**config.mk**
```make
export PLATFORM = sky130hd
export DESIGN_NAME = delta_bank
export DESIGN_NICKNAME = d
export VERILOG_FILES = /design/src/rtl/delta_bank.sv
export SDC_FILE = /design/constraint.sdc
export NUM_CORES = 1
export LEC_CHECK = 0
export BUFFER_PORTS_ARGS = -buffer_cell sky130_fd_sc_hd__buf_2
export CAP_MARGIN = 20
export CORE_ASPECT_RATIO = 1.4
export CORE_MARGIN = 2
export CORE_UTILIZATION = 60
export CTS_CLUSTER_DIAMETER = 200
export DETAILED_ROUTE_END_ITERATION = 8
export GPL_TIMING_DRIVEN = 0
export PLACE_DENSITY = 0.92
export SETUP_SLACK_MARGIN = 0.2
export SYNTH_ARGS = -nofsm -noshare
export SYNTH_HDL_FRONTEND = slang
export SYNTH_SLANG_ARGS = --single-unit
```
**constraint.sdc**
```tcl
create_clock -name clk -period 1.7 [get_ports clk]
set_input_delay 0.34 -clock clk [delete_from_list [all_inputs] [get_ports clk]]
set_output_delay 0.34 -clock clk [all_outputs]
set_load 0.005 [all_outputs]
```
**src/rtl/delta_bank.sv**
```systemverilog
module delta_bank #(
  parameter int NUM_FLAGS = 28,
  parameter int DATA_W    = 16,
  parameter int WORD_BITS = 8,
  localparam int NWORDS   = (NUM_FLAGS + WORD_BITS - 1) / WORD_BITS,
  localparam int ADDR_W   = (NWORDS > 1) ? $clog2(NWORDS) : 1
) (
  input  logic                 clk,
  input  logic                 rst_n,
  input  logic [NUM_FLAGS-1:0] status_i,
  input  logic                 clr_on_wr_i,
  input  logic                 rd_en_i,
  input  logic                 wr_en_i,
  input  logic [ADDR_W-1:0]    addr_i,
  input  logic [DATA_W-1:0]    wdata_i,
  output logic [DATA_W-1:0]    rdata_o
);
  localparam int PAD_W  = NWORDS * WORD_BITS;
  localparam int SLOTS  = 2 ** ADDR_W;

  logic [NUM_FLAGS-1:0] stat_q, stat_prev, flags, toggled, clr_mask;
  logic                 primed;
  logic [PAD_W-1:0]     flags_pad;
  logic [WORD_BITS-1:0] words [SLOTS];
  logic [WORD_BITS-1:0] word_sel, clr_word;
  logic                 unused_wdata_hi;

  assign flags_pad = PAD_W'(flags);
  assign toggled   = stat_q ^ stat_prev;

  for (genvar w = 0; w < SLOTS; w++) begin : g_word
    if (w < NWORDS) begin : g_live
      assign words[w] = flags_pad[(NWORDS-1-w)*WORD_BITS +: WORD_BITS];
    end else begin : g_empty
      assign words[w] = '0;
    end
  end

  assign word_sel = words[addr_i];

  assign clr_word = (rd_en_i && !clr_on_wr_i) ? word_sel :
                    (wr_en_i &&  clr_on_wr_i) ? wdata_i[WORD_BITS-1:0] :
                    '0;

  for (genvar i = 0; i < NUM_FLAGS; i++) begin : g_clr
    localparam int WI = NWORDS - 1 - i / WORD_BITS;
    assign clr_mask[i] = (addr_i == ADDR_W'(WI)) && clr_word[i % WORD_BITS];
  end

  assign unused_wdata_hi = ^wdata_i[DATA_W-1:WORD_BITS];

  always_ff @(posedge clk) begin
    if (!rst_n) begin
      stat_q    <= '0;
      stat_prev <= '0;
      primed    <= 1'b0;
      flags     <= '0;
      rdata_o   <= '0;
    end else begin
      primed    <= 1'b1;
      stat_q    <= status_i;
      stat_prev <= primed ? stat_q : status_i;
      flags     <= (flags & ~clr_mask) | toggled;
      if (rd_en_i)
        rdata_o <= {{(DATA_W-WORD_BITS){1'b0}}, word_sel};
    end
  end
endmodule


```
# [After elaboration in Yosys (flattened, before gate mapping)]
# Index checks and enable logic that the tools add are counted.
[word_totals] reg_bits=93 inputBits=51
[op_classes] n_reduce_logical=32 eq_ne=3 magnitude_cmp=1 bitwise=5 mux=7
[op_table] op="8-bit 2-to-1 mux" count=4
[op_table] op="1-bit logical AND" count=30
[op_table] op="28-bit bitwise AND" count=1
[op_table] op="28-bit 2-to-1 mux" count=1
[op_table] op="28-bit NOT" count=1
[op_table] op="28-bit bitwise OR" count=1
[op_table] op="28-bit bitwise XOR" count=1
[op_table] op="8-bit binary-select mux with 2-bit select" count=1
[op_table] op="2-bit equality test, second input constant" count=2
[op_table] op="3-bit greater-or-equal comparator, second input constant" count=1
[op_table] op="2-bit NOT with 3-bit output" count=1
[op_table] op="2-bit by 1-bit equality test with 1-bit output, second input constant" count=1
[op_table] op="2-bit logical NOT" count=1
[op_table] op="1-bit logical NOT" count=1
[op_table] op="1-bit 2-to-1 mux" count=1

# [Logic depth before layout (Yosys ltp)]
[logic_depth] word_depth=9 depth_mapped=5

# [Worst setup path before layout]
# OpenSTA, ideal clock, no wires.
[synth_timing] path_type="input-to-reg" from="input port addr_i[0]" to="register rdata_o[2]" t_required_ns=1.584 n_path_buf=1 setup_time_ns=0.116 stages=4 slack_ns=0.472 arrival_ns=1.112 cell_sequence="buf_6 mux4_2 mux2i_1 nor2b_1"
[synth_via] elab_chain_cells=4
[synth_rtl] element="from (decl)" line_no="14" text="input logic [ADDR_W-1:0] addr_i,"
[synth_rtl] element="2-bit NOT with 3-bit output (implied by the code)" line_no="39" text="assign word_sel = words[addr_i];"
[synth_rtl] element="8-bit binary-select mux with 2-bit select" line_no="39"
[synth_rtl] element="8-bit 2-to-1 mux (implied by the code) (2 in a row)" line_no="39"
[synth_rtl] element="to (signal assigned)" line_no="65" text="rdata_o <= {{(DATA_W-WORD_BITS){1'b0}}, word_sel};"
[synth_rtl] element="to (decl)" line_no="16" text="output logic [DATA_W-1:0] rdata_o"
# Every way passes these cells. The select of a mux whose other input is x is not followed.
# A chain may end at the register's enable or synchronous reset.

# [Final worst setup path]
[layout_timing] from="register primed" to="register stat_prev[17]"
[layout_via] elab_chain_cells=1
[layout_rtl] element="from (decl)" line_no="22" text="logic primed;"
[layout_rtl] element="from (signal assigned)" line_no="56" text="primed <= 1'b0;"
[layout_rtl] element="from (signal assigned)" line_no="60" text="primed <= 1'b1;"
[layout_rtl] element="28-bit 2-to-1 mux" line_no="62" text="stat_prev <= primed ? stat_q : status_i;"
[layout_rtl] element="to (signal assigned)" line_no="62"
[layout_rtl] element="to (decl)" line_no="21" text="logic [NUM_FLAGS-1:0] stat_q, stat_prev, flags, toggled, clr_mask;"
# Every way passes these cells.

==> flow_metrics.py <==
metrics = {
    "status": {
        "status": "finished clean",
    },
    "sta": {
        "finalClockSkew_ps": 9.19,
        "rsz0062_at_grt": "false",
        "clock.fmax_mhz": 776,
        "final_hold_viol_count": 0,
        "fin_tns_setup_ps": 0,
        "setup_viol": 0,
        "timing.final.crit_share": 0.758,
        "fin_crit_ps": 1290,
        "drv_slew": 0,
    },
    "die": {
        "num_rows": 34,
        "fp.dieH_um": 98.8,
        "pin_count": 67,
        "die-area_um2": 7090,
        "core_region_area_um2": 6210,
        "die_x_um": 71.7,
        "start_util": 0.621,
    },
    "drt": {
        "antenna_left": 0,
        "drtPass1Iterations": 4,
        "wl_um": 8090,
        "wire_per_inst_um": 16.0,
        "via_per_inst": 5.40,
        "route.detailed.drc": 0,
        "dr.first_iter.drc_count": 160,
        "vias": 2732,
    },
    "global_routing": {
        "antenna_found_initial": 0,
        "grt_pass1_vias": 2780,
        "grt_max_degree": 17,
        "top_usage_layer": "met2",
        "grt_overflow_total": 0,
        "grt_pass1_wl_um": 13100,
        "met1_usage": 0.279,
        "met3_usage": 0.0481,
        "grtUsageMet2": 0.426,
        "grt_use_total": 0.240,
    },
    "pwr": {
        "power_density_nw_per_um2": 1020,
        "power.leakage_nw": 1.96,
        "ir_drop_mv": 0.755,
    },
    "run": {
        "max-cap-violations": 0,
    },
    "cts": {
        "root_buffer": "clkbuf_8",
        "htreeDepth": 3,
        "hold_buffers": 0,
        "cts_buffer_depth": 2,
        "cts.repair.resized": 0,
        "postCtsSetupBuffers": 0,
        "cts-buffers-inserted": 9,
        "cts_tree": "built",
        "numClockSinks": 93,
        "clk_latency_ps": 360,
        "clkTransAtPathRegs_ps": 90,
    },
    "synthesis": {
        "yosys_warnings": 0,
        "synth.cell_area_um2": 3850,
        "avgSynthCellArea_um2": 10.7,
        "synth_seq_cells": 93,
        "synthCells": 361,
        "ys_types": 22,
        "synth.yosys.seq_area_share": 0.483,
    },
    "critical_path": {
        "crit_required_ps": 1960,
        "crit_path_end_kind": "register",
        "r2r_cells": 4,
        "cp-start-kind": "register",
        "critPathMaxFanout": 10,
        "cp.arrival_ps": 1540,
        "crit_type": "reg2reg",
    },
    "placed_design": {
        "dp_hpwl_um": 6020,
        "dpl_cell_area_um2": 4220,
        "numPortBuffers": 50,
        "routabilityCongestion": 0.884,
    },
    "cells_and_area": {
        "postLayoutCellArea_um2": 4420,
        "area_growth_pct": 14.7,
        "antennaDiodeCount": 0,
        "multi_input_area_um2": 1830,
        "seqCellArea_um2": 1860,
        "drive_gt1_frac": 0.217,
        "final_cell_mix": "dfxtp_1 (93), buf_2 (54), and3_1 (36)",
        "n_fill_cell": 454,
        "layout.nets": 480,
        "layout_commonest_cell": "dfxtp_1",
        "utilization": 0.712,
    },
    "hold_path": {
        "hold_depth": 1,
        "hp-class": "in2reg",
    },
}
kinds of logic after synthesis:
kind of cell | after synthesis | share of synthesized area
buf+inv | 30 | 0.0500
other cells | 1 | 0.000973
flops | 93 | 0.483
mux | 40 | 0.120
compound gates | 40 | 0.0727
xor+xnor | 28 | 0.0636
simple gates | 129 | 0.210
report_power, final:
part / switching, mW / leakage, nW / internal, mW / total [mW]
clock network: 0.786 / 0.0918 / 0.684 / 1.47
logic: 0.281 / 1.09 / 0.323 / 0.605
registers: 0.0849 / 0.772 / 2.34 / 2.42
total: 1.15 / 1.96 / 3.35 / 4.50
sequential cells by signal (all words and copies together), names as in the netlist:
signal,flops
rdata_o,8
stat_prev,28
stat_q,28
flags,28
primed,1
metal layers:
layer | up-vias | routed length [um]
met2 | 60 | 4190
met5 | - | 0
met4 | 0 | 161
met1 | 1298 | 3390
li1 | 1362 | -
met3 | 12 | 348
area by class of cell:
cell class                 count  area share
multi-input combinational    245       0.413
clock inverter                 7      0.0170
timing repair buffer          50      0.0566
buffer                        30      0.0436
sequential                    93       0.421
tap                           72      0.0204
clock buffer                   9      0.0280
cells in the mapped netlist, drive strengths merged:
library cell  count  area, um2
nand2b           28        175
a21oi             4       20.0
nor2b            34        213
conb              1       3.75
a22oi             4       30.0
nor2              1       3.75
o211ai           28        210
and2             29        183
buf              20        155
dfxtp            93       1860
xnor2            28        245
mux2i            32        320
mux2              4       45.0
and3             36        225
and2b             1       8.76
mux4              4       97.6
o21ai             4       20.0
clkbuf           10       37.5
path summary, 6_finish.rpt:
kind / endpoint / start / slack [ps]
setup / recovery: stat_prev[17] / primed / 410
hold / removal: primed / rst_n / 90
setup reg to reg: stat_prev[17] / primed / 410
hold reg to reg: rdata_o[3] / rdata_o[3] / 530
stage by stage:
step / setup slack (ps) / total power [mW] / hold WS (ps) / cells
after floorplan: 472 / 2.88 / 368 / 368
after CTS: 412 / 4.51 / 83.4 / 506
after detailed placement: 189 / 3.07 / 466 / 490
after global routing: 281 / 4.67 / 87.2 / 506
final: 412 / 4.50 / 88.3 / 506
after global placement: 234 / 3.04 / 465 / 490
critical path, stage by stage (launching register included):
cell and delay [ps]:
dfxtp_1 310, buf_2 270, buf_4 280, mux2i_1 240
nor2b_1 70
Note: power is estimated with default switching activity, not from simulation.
